--- config.mk ---
export PLATFORM = sky130hd
export DESIGN_NAME = rdpoll_unit
export DESIGN_NICKNAME = d
export VERILOG_FILES = /design/src/rtl/rdpoll_pkg.sv /design/src/rtl/rdpoll_ctl.sv /design/src/rtl/rdpoll_mux.sv /design/src/rtl/rdpoll_unit.sv
export SDC_FILE = /design/constraint.sdc
export NUM_CORES = 1
export LEC_CHECK = 0
export ABC_AREA = 1
export BUFFER_PORTS_ARGS = -buffer_cell sky130_fd_sc_hd__buf_2
export CAP_MARGIN = 15
export CORE_MARGIN = 2
export CORE_UTILIZATION = 40
export DETAILED_ROUTE_END_ITERATION = 10
export PLACE_DENSITY = 0.83
export SYNTH_ARGS = -nofsm -noshare
export SYNTH_HDL_FRONTEND = slang
export SYNTH_SLANG_ARGS = --single-unit
--- constraint.sdc ---
create_clock -name clk -period 1.26 [get_ports clk]
set_input_delay 0.189 -clock clk [delete_from_list [all_inputs] [get_ports clk]]
set_output_delay 0.189 -clock clk [all_outputs]
set_load 0.02 [all_outputs]
--- src/rtl/rdpoll_pkg.sv ---
package rdpoll_pkg;
  localparam int unsigned CW_SIS = 0;
  localparam int unsigned CW_RDE = 1;
  localparam int unsigned CW_PL  = 2;
  localparam int unsigned CW_SMV = 5;
  localparam int unsigned CW_ESM = 6;

  typedef struct packed {
    logic poll;
    logic rd_reg;
    logic rd_isr;
    logic smm;
  } ctl_t;
endpackage

--- src/rtl/rdpoll_ctl.sv ---
module rdpoll_ctl
  import rdpoll_pkg::*;
(
  input  logic       clk,
  input  logic       rst_n,
  input  logic       cmd_wr,
  input  logic [7:0] cmd_data,
  input  logic       poll_take,
  output ctl_t       ctl_q
);
  ctl_t ctl_d;
  logic unused_bits;

  assign unused_bits = ^{cmd_data[7], cmd_data[4:3]};

  always_comb begin
    ctl_d = ctl_q;
    if (cmd_wr) begin
      ctl_d.poll   = cmd_data[CW_PL];
      ctl_d.rd_reg = cmd_data[CW_RDE];
      ctl_d.rd_isr = cmd_data[CW_SIS];
      if (cmd_data[CW_ESM]) ctl_d.smm = cmd_data[CW_SMV];
    end else if (poll_take) begin
      ctl_d.poll = 1'b0;
    end
  end

  always_ff @(posedge clk or negedge rst_n) begin
    if (!rst_n) ctl_q <= '0;
    else        ctl_q <= ctl_d;
  end
endmodule

--- src/rtl/rdpoll_mux.sv ---
module rdpoll_mux
  import rdpoll_pkg::*;
#(
  parameter int unsigned N_LVL = 8,
  parameter int unsigned DW    = 8,
  localparam int unsigned LW   = $clog2(N_LVL)
) (
  input  ctl_t          ctl,
  input  logic          rd_addr,
  input  logic [N_LVL-1:0] irr,
  input  logic [N_LVL-1:0] isr,
  input  logic [N_LVL-1:0] imr,
  input  logic          win_valid,
  input  logic [LW-1:0] win_level,
  output logic [DW-1:0] rd_word,
  output logic          ack_req
);
  logic [DW-1:0] poll_word;

  always_comb begin
    poll_word = '0;
    if (win_valid) begin
      poll_word[DW-1]   = 1'b1;
      poll_word[LW-1:0] = win_level;
    end
  end

  always_comb begin
    rd_word = '0;
    ack_req = 1'b0;
    if (rd_addr) begin
      rd_word = DW'(imr);
    end else if (ctl.poll) begin
      rd_word = poll_word;
      ack_req = win_valid;
    end else if (ctl.rd_reg) begin
      rd_word = ctl.rd_isr ? DW'(isr) : DW'(irr);
    end
  end
endmodule

--- src/rtl/rdpoll_unit.sv ---
module rdpoll_unit
  import rdpoll_pkg::*;
#(
  parameter int unsigned N_LVL = 8,
  parameter int unsigned DW    = 8,
  localparam int unsigned LW   = $clog2(N_LVL)
) (
  input  logic             clk,
  input  logic             rst_n,
  input  logic             cmd_wr,
  input  logic [7:0]       cmd_data,
  input  logic             rd_en,
  input  logic             rd_addr,
  input  logic [N_LVL-1:0] irr,
  input  logic [N_LVL-1:0] isr,
  input  logic [N_LVL-1:0] imr,
  input  logic             win_valid,
  input  logic [LW-1:0]    win_level,
  output logic [DW-1:0]    rd_data,
  output logic             special_mask,
  output logic             poll_ack,
  output logic [LW-1:0]    poll_level
);
  ctl_t          ctl_q;
  logic [DW-1:0] rd_word;
  logic          ack_req;
  logic          even_rd;
  logic [DW-1:0] rd_data_d;
  logic          poll_ack_d;
  logic [LW-1:0] poll_level_d;

  assign even_rd = rd_en && !rd_addr;

  rdpoll_ctl i_ctl (
    .clk(clk), .rst_n(rst_n), .cmd_wr(cmd_wr), .cmd_data(cmd_data),
    .poll_take(even_rd), .ctl_q(ctl_q)
  );

  rdpoll_mux #(.N_LVL(N_LVL), .DW(DW)) i_mux (
    .ctl(ctl_q), .rd_addr(rd_addr), .irr(irr), .isr(isr), .imr(imr),
    .win_valid(win_valid), .win_level(win_level),
    .rd_word(rd_word), .ack_req(ack_req)
  );

  always_comb begin
    rd_data_d    = rd_data;
    poll_ack_d   = 1'b0;
    poll_level_d = poll_level;
    if (rd_en) begin
      rd_data_d = rd_word;
      if (ack_req && !rd_addr) begin
        poll_ack_d   = 1'b1;
        poll_level_d = win_level;
      end
    end
  end

  always_ff @(posedge clk or negedge rst_n) begin
    if (!rst_n) begin
      rd_data    <= '0;
      poll_ack   <= 1'b0;
      poll_level <= '0;
    end else begin
      rd_data    <= rd_data_d;
      poll_ack   <= poll_ack_d;
      poll_level <= poll_level_d;
    end
  end

  assign special_mask = ctl_q.smm;
endmodule

==> impl_metrics.yaml, run 1 <==
floorplan:
  start_util: 0.416
  fp-row-count: 17
  die_area_um2: 2650
  core_um2: 2170
  die_w_um: 51.5
  pin_count: 54
  die_h_um: 51.5
clock_network:
  clock-sinks: 16
  clock_path_buffers: 2
  cts_made_buffers: 3
  cts_htree_levels: 1
  cts_tree: "yes"
  cts_root_buffer: "clkbuf_4"
  path_clk_slew_ps: 90
  clk_latency_ps: 290
  post_cts_buffers: 0
route:
  totalWireLength_um: 2120
  num_vias: 955
  via_per_inst: 4.48
  wl_per_cell_um: 9.94
  first_pass_iters: 4
  ant_nets: 0
  drt_iter0_drc: 12
  drc: 0
status:
  status: "completed"
timing:
  rsz0062_at_grt: "false"
  clock.fmax_mhz: 910
  hold_viol: 0
  slew_headroom: 0.762
  timing.final.crit_share: 0.872
  setup-violations-final: 0
  report.final.slew_viol_count: 0
  fin_skew_ps: 1.04
  period_needed_ps: 1100
  totalNegativeSetupSlack_ps: 0
  worst_pin_slew_ps: 357
logic_synthesis:
  synth_nets: 173
  ys_ff_latch: 16
  yosysWarnings: 0
  synth-compound-area-share: 0.0680
  netlist_instances: 132
  synth_cell_types: 16
  syn_area_um2: 902
  synth_edf_count: 0
  ys_seq_area_frac: 0.444
  synthAdderAreaFrac: 0
  async_flop_share: 1.00
  synth-main-ff-cell: "dfrtp_1"
  synth.area.mux_share: 0
  synthSimpleGateAreaFrac: 0.388
  synth_xor_area_frac: 0
  syn_avg_cell_area_um2: 6.83
  synth_top_family_by_area: "simple AND/OR/NAND/NOR gates"
job:
  cap_violations: 0
cells_and_area:
  most-common-layout-cells: "57 x nand2_1, 50 x buf_2, 16 x dfrtp_1"
  area_growth_pct: 35.6
  multi_input_area_um2: 412
  antenna_cells: 0
  mostFrequentLayoutCell: "nand2_1"
  finalNetCount: 227
  fillers: 227
  drive_gt1_frac: 0.341
  seqCellArea_um2: 400
  utilization: 0.564
setup_path:
  startpoint_type: "register"
  r2r_cells: 5
  cp_max_fo: 7
  r2r_setup_slack_ps: 160
  path_cells: "nor2_1 > nand3_1 > nand2_1 > nand2_1 > nand2_1"
  endpoint: "rd_data[1]"
  required_ps: 1490
  worstReg2RegEnd: "rd_data[1]"
  path_common_cell: "nand2_1"
  cp.depth: 5
  r2r-start: "i_ctl.ctl_q[3]"
  max_stage_delay_ps: 480
  worstSetupPathType: "register to register"
  crit_start: "i_ctl.ctl_q[3]"
  critPathArrivalTime_ps: 1330
  slowest_stage: "dfrtp_1"
  endpoint_kind: "register"
  path_delay_family: "simple AND/OR/NAND/NOR gates"
  critPathBufInv: 0
global_route:
  antenna_found_initial: 0
  grt_pass1_wl_um: 3550
  grt_pass1_vias: 878
  grt-ovfl-total: 0
  grt_max_degree: 17
  grt_usage: 0.180
hold_path:
  hold_path.class: "input port to register"
pwr:
  vdd_drop_max_v: 0.000710
  p_total_mw: 1.34
  power_density_nw_per_um2: 1090
  p_leak_nw: 0.748
placement:
  post-dp-hpwl_um: 1670
  numPortBuffers: 50
  gp_congestion: 0.752
final cells by class:
cell class / instances / area share
clock buffer: 4 / 0.0297
tap: 28 / 0.0286
inverter: 18 / 0.0593
timing repair buffer: 52 / 0.219
multi-input combinational: 95 / 0.336
sequential: 16 / 0.327
repair_timing:
item                      4_1_cts  5_1_grt
hold buffers                    1        0
hold endpoints to repair       16        0
gates resized for setup         0        0
worst min path at each step:
stage	startpoint	end	slack, ps	depth (start not counted)
finish	cmd_data[6]	i_ctl.ctl_q[0]	90	2
global placement	rst_n	rd_data[3]	120	1
CTS	cmd_data[6]	i_ctl.ctl_q[0]	90	2
global route	cmd_data[6]	i_ctl.ctl_q[0]	100	2
detailed placement	rst_n	rd_data[3]	130	1
floorplan	rst_n	i_ctl.ctl_q[0]	-110	0
synthesized netlist by cell type (2+ instances only):
cell,count,share of area
nor2_1,15,0.062
inv_1,14,0.058
o21ai_0,2,0.011
nand3_1,7,0.039
nand2_1,57,0.24
buf_2,2,0.011
inv_2,3,0.012
dfrtp_1,16,0.44
a21oi_1,9,0.050
power by group:
group          internal [mW]  switching [mW]
registers              0.577          0.0425
clock network          0.176           0.166
logic                  0.147           0.228
total                  0.901           0.436
stage by stage:
step / worst slack (ps) / instances / hold WS, ps / cell area (µm²)
floorplan: 305 / 132 / -107 / 902
CTS: 147 / 213 / 85.7 / 1220
finish: 161 / 213 / 91.7 / 1220
global route: 40.5 / 213 / 99.2 / 1220
detailed placement: 165 / 208 / 125 / 1180
global placement: 188 / 208 / 119 / 1180
metal layers:
| metal | track usage | share of wire | wire (µm) |
|---|---|---|---|
| met1 | 0.244 | 0.47 | 997 |
| met2 | 0.271 | 0.45 | 947 |
| met3 | 0.0431 | 0.072 | 152 |
| met4 | 0.0877 | 0.0099 | 21 |
| met5 | 0 | 0 | 0 |
sequential cells by signal, summed over array words and instances (netlist names):
signal and flops:
rd_data 8, i_ctl.ctl_q 4, poll_level 3, poll_ack 1
cells by family (layout without fill, tap and decap cells):
family	after synthesis	in the layout
AND/OR/NAND/NOR	83	83
buffers and inverters	21	74
flip-flops	16	16
AO/OA/AOI/OAI	12	12
worst register-to-register path, delay by kind of cell (launching register included):
| family | cells | cell delay, ps |
|---|---|---|
| flip-flops | 1 | 480 |
| AND/OR/NAND/NOR | 5 | 560 |
Note: power is estimated with default switching activity, not from simulation.
==> run 2: changes to the inputs <==
clock period = 1.4 ns   (was 1.26 ns; I/O delays follow)
==> run 2 against run 1 <==
First-iteration DRC count grew 8.3%. Worst setup slack improved by 140 ps. Register-to-register slack improved by 140 ps. Die area did not move. Final area down 0.61%. Final cell count decreased by 0.47%. Flip-flop and latch count did not move. Clock skew rose by 5.2 ps. Via count rose by 0.73%. Non-clock buffer count decreased by 1. Critical path depth did not move. Critical path type unchanged. Highest routed layer unchanged.
==> impl_metrics.yaml, run 2 (synthesis results as in run 1) <==
setup_path:
  startpoint_type: "register"
  cp_max_fo: 7
  r2r_cells: 5
  critPathArrivalTime_ps: 1330
  worstSetupPathType: "register to register"
  required_ps: 1630
  r2r_setup_slack_ps: 300
  worstReg2RegEnd: "rd_data[1]"
  endpoint_kind: "register"
  r2r-start: "i_ctl.ctl_q[3]"
timing:
  period_needed_ps: 1100
  totalNegativeSetupSlack_ps: 0
  clock.fmax_mhz: 907
  timing.final.crit_share: 0.787
  hold_ws_ps: 111
  finalWorstSetupSlack_ps: 298
  slew_headroom: 0.760
  rsz0062_at_grt: "false"
  report.final.slew_viol_count: 0
  worst_pin_slew_ps: 359
  fin_skew_ps: 6.25
  setup-violations-final: 0
  hold_viol: 0
clock_network:
  cts_resized: 0
  cts_htree_levels: 1
  clock_path_buffers: 2
  cts_tree: "yes"
  post_cts_buffers: 0
  cts_made_buffers: 3
  cts_root_buffer: "clkbuf_4"
  clock-sinks: 16
  hold_buffers: 1
  path_clk_slew_ps: 100
  clk_latency_ps: 290
cells_and_area:
  fin_cells: 212
  mostFrequentLayoutCell: "nand2_1"
  top_register: "rd_data"
  drive_gt1_frac: 0.337
  largest_registers: "rd_data: 8 flops, i_ctl.ctl_q: 4 flops, poll_level: 3 flops"
  most-common-layout-cells: "57 x nand2_1, 50 x buf_2, 16 x dfrtp_1"
  area_growth_pct: 34.8
  antenna_cells: 0
  largest_reg_flops: 8
  finalNetCount: 226
route:
  totalWireLength_um: 2100
  via_per_inst: 4.54
  num_vias: 962
  drt_iter0_drc: 13
  first_pass_iters: 5
  ant_nets: 0
  drc: 0
  wl_per_cell_um: 9.92
placement:
  gp_congestion: 0.737
  post-dp-hpwl_um: 1640
  preCtsSetupSlack_ps: 300
  numPortBuffers: 50
  place_inst: 207
pwr:
  power_density_nw_per_um2: 990
  p_leak_nw: 0.743
  vdd_drop_max_v: 0.000815
status:
  status: "completed"
hold_path:
  hold_path.class: "input port to register"
  min_from: "cmd_data[2]"
  hold_depth: 3
  whs_endpoint: "i_ctl.ctl_q[3]"
floorplan:
  die_h_um: 51.5
  start_util: 0.416
  die_area_um2: 2650
  die_w_um: 51.5
  core_um2: 2170
  fp-row-count: 17
  pin_count: 54
global_route:
  top_usage_layer: "met2"
  grt_pass1_wl_um: 3760
  grtUsageMet3: 0.0316
  grt_pass1_vias: 924
  grt_usage: 0.183
  antenna_found_initial: 0
  grt_use_met2: 0.308
  grt-ovfl-total: 0
  grt_use_met1: 0.243
  grt_max_degree: 17
job:
  cap_violations: 0
## run 2: how the worst max path moves through the flow
stage,from,endpoint,slack (ps),depth (start not counted)
6_report,i_ctl.ctl_q[3],rd_data[1],300,5
5_1_grt,i_ctl.ctl_q[3],rd_data[1],160,5
4_1_cts,i_ctl.ctl_q[3],rd_data[1],270,5
3_5_place_dp,i_ctl.ctl_q[1],rd_data[1],300,6
3_3_place_gp,i_ctl.ctl_q[1],rd_data[1],320,6
2_1_floorplan,i_ctl.ctl_q[1],rd_data[7],450,7
## run 2: stage by stage
stage                     instance area, µm²  power (mW)  utilization
final                                   1220        1.20        0.561
after global routing                    1220        1.28        0.561
after CTS                               1220        1.21        0.561
after detailed placement                1170       0.902        0.539
after global placement                  1170       0.896        0.539
after floorplan                          902       0.761            -
## run 2: area by class of cell
type | count | area, µm²
fill | 232 | 953
timing repair buffer | 51 | 260
inverter | 18 | 72.6
sequential | 16 | 400
tap | 28 | 35.0
clock buffer | 4 | 36.3
multi-input combinational | 95 | 412
## run 2: layer usage
layer	vias to the layer above	share of wire
met5	-	0
met4	0	0.010
met3	4	0.071
met2	39	0.45
met1	411	0.46
li1	508	-
## run 2: worst max-delay path, cell delays in order (launching register included)
cell and delay [ps]:
dfrtp_1 500, nor2_1 260, nand3_1 110, nand2_1 70, nand2_1 40, nand2_1 50
## run 2: power breakdown
part           switching, mW  internal (mW)  leakage [nW]  total, mW
combinational          0.203          0.129         0.526      0.332
sequential            0.0407          0.520         0.196      0.560
clock                  0.153          0.158        0.0210      0.312
total                  0.397          0.807         0.743       1.20
==> run 3: changes to the inputs <==
CORE_UTILIZATION = 38   (was 40)
PLACE_DENSITY = 0.82   (was 0.83)
clock period = 1 ns   (was 1.4 ns; I/O delays follow)
==> run 3 against run 2 <==
Die area rose by 4.9%. Clock power rose by 6%. Largest power group unchanged. Largest cell class unchanged. Critical endpoint is now poll_level[1]. Wire length rose by 4.6%.
==> impl_metrics.yaml, run 3 (synthesis results as in run 1) <==
status:
  status: "completed"
floorplan:
  die_h_um: 52.7
  pin_count: 54
  fp-row-count: 17
  core_um2: 2230
  die_w_um: 52.7
  start_util: 0.404
  die_area_um2: 2780
timing:
  worst_pin_slew_ps: 357
  setup-violations-final: 0
  slew_headroom: 0.762
  report.final.slew_viol_count: 0
  hold_viol: 0
  timing.final.crit_share: 0.991
  fin_skew_ps: 3.19
  clock.fmax_mhz: 1010
  period_needed_ps: 991
  rsz0062_at_grt: "true"
  totalNegativeSetupSlack_ps: 0
cells_and_area:
  antenna_cells: 0
  drive_gt1_frac: 0.404
  most-common-layout-cells: "53 x nand2_1, 42 x buf_2, 15 x dfrtp_1"
  fillers: 216
  mostFrequentLayoutCell: "nand2_1"
  top_register: "rd_data"
  largest_registers: "rd_data: 8 flops, i_ctl.ctl_q: 4 flops, poll_level: 3 flops"
  area_growth_pct: 49.0
  finalNetCount: 231
  largest_reg_flops: 8
global_route:
  grt_usage: 0.178
  grt-ovfl-total: 0
  antenna_found_initial: 0
  grt_max_degree: 17
  grt_pass1_wl_um: 3650
  grt_pass1_vias: 913
pwr:
  internal-power_mw: 1.15
  power_density_nw_per_um2: 1280
  p_total_mw: 1.72
  p_seq_frac: 0.461
  power.net_switching_uw: 567
  vdd_drop_max_v: 0.00104
  p_sw_frac: 0.331
  p_leak_nw: 0.786
  clkPwrFrac: 0.193
  p_comb_frac: 0.346
route:
  totalWireLength_um: 2200
  drt_iter0_drc: 17
  num_vias: 968
  ant_nets: 0
  wl_per_cell_um: 10.2
  drc: 0
  via_per_inst: 4.48
  first_pass_iters: 4
placement:
  gp_congestion: 0.820
  numPortBuffers: 50
  post-dp-hpwl_um: 1670
setup_path:
  r2r_setup_slack_ps: 9
  critPathArrivalTime_ps: 1170
  endpoint_kind: "register"
  cp_max_fo: 7
  worstSetupPathType: "register to register"
  worstReg2RegEnd: "poll_level[1]"
  r2r_cells: 6
  endpoint: "poll_level[1]"
  r2r-start: "i_ctl.ctl_q[3]"
  required_ps: 1180
  startpoint_type: "register"
  crit_start: "i_ctl.ctl_q[3]"
clock_network:
  path_clk_slew_ps: 90
  clk_latency_ps: 280
  clock_path_buffers: 2
  cts_tree: "yes"
  cts_root_buffer: "clkbuf_4"
  cts_htree_levels: 1
  cts_made_buffers: 3
  clock-sinks: 16
job:
  cap_violations: 0
hold_path:
  hold_path.class: "input port to register"
## run 3: how the worst min path moves through the flow
stage                      from             end  depth (start not counted)
global placement          rst_n      rd_data[6]                          1
CTS                 cmd_data[6]  i_ctl.ctl_q[0]                          2
detailed placement        rst_n      rd_data[6]                          1
global route        cmd_data[6]  i_ctl.ctl_q[0]                          2
finish              cmd_data[2]  i_ctl.ctl_q[3]                          3
floorplan                 rst_n  i_ctl.ctl_q[0]                          0
## run 3: power by group through the flow
stage,clock network (mW),logic (mW),registers [mW]
6_report,0.331,0.593,0.791
5_1_grt,0.363,0.659,0.801
4_1_cts,0.344,0.495,0.776
3_5_place_dp,0,0.490,0.786
3_3_place_gp,0,0.482,0.788
2_1_floorplan,0,0.191,0.874
## run 3: per-stage QoR
stage / hold slack (ps) / utilization / setup WS [ps] / cell area, µm² / std cells
3_5_place_dp: 84.3 / 0.536 / -51.1 / 1200 / 209
2_1_floorplan: -146 / - / 45.0 / 902 / 132
3_3_place_gp: 80.4 / 0.536 / -23.1 / 1200 / 209
6_report: 64.3 / 0.602 / 8.52 / 1340 / 216
5_1_grt: 65.1 / 0.602 / -52.6 / 1340 / 216
4_1_cts: 50.1 / 0.552 / 1.70 / 1230 / 213
## run 3: cell type report
| cell class | count | area (µm²) | share of cell area |
|---|---|---|---|
| multi-input cells | 95 | 445 | 0.331 |
| clock buffers | 3 | 22.5 | 0.0168 |
| inverters | 18 | 75.1 | 0.0559 |
| repair buffers | 56 | 364 | 0.271 |
| well taps | 28 | 35.0 | 0.0261 |
| flip-flops and latches | 16 | 402 | 0.299 |
## run 3: routing by layer
layer / global-route usage / part of all wire
met5: 0 / 0
met4: 0.0897 / 0.015
met3: 0.0229 / 0.070
met2: 0.279 / 0.46
met1: 0.238 / 0.46
## run 3: repair_timing
item / CTS / global route
endpoints found under the hold margin: 16 / 0
hold buffers: 1 / 0
pin swaps: 1 / 6
resized for setup: 2 / 27
setup buffers: 0 / 3
endpoints found under the setup margin: 8 / 19
## run 3: worst max-delay path, cell delays in order, from the launching register on
cell and delay (ps):
dfrtp_2 490, nand2_2 100, inv_2 50, nand2_4 80
clkinv_4 70, nand2_2 60, nand2_1 50
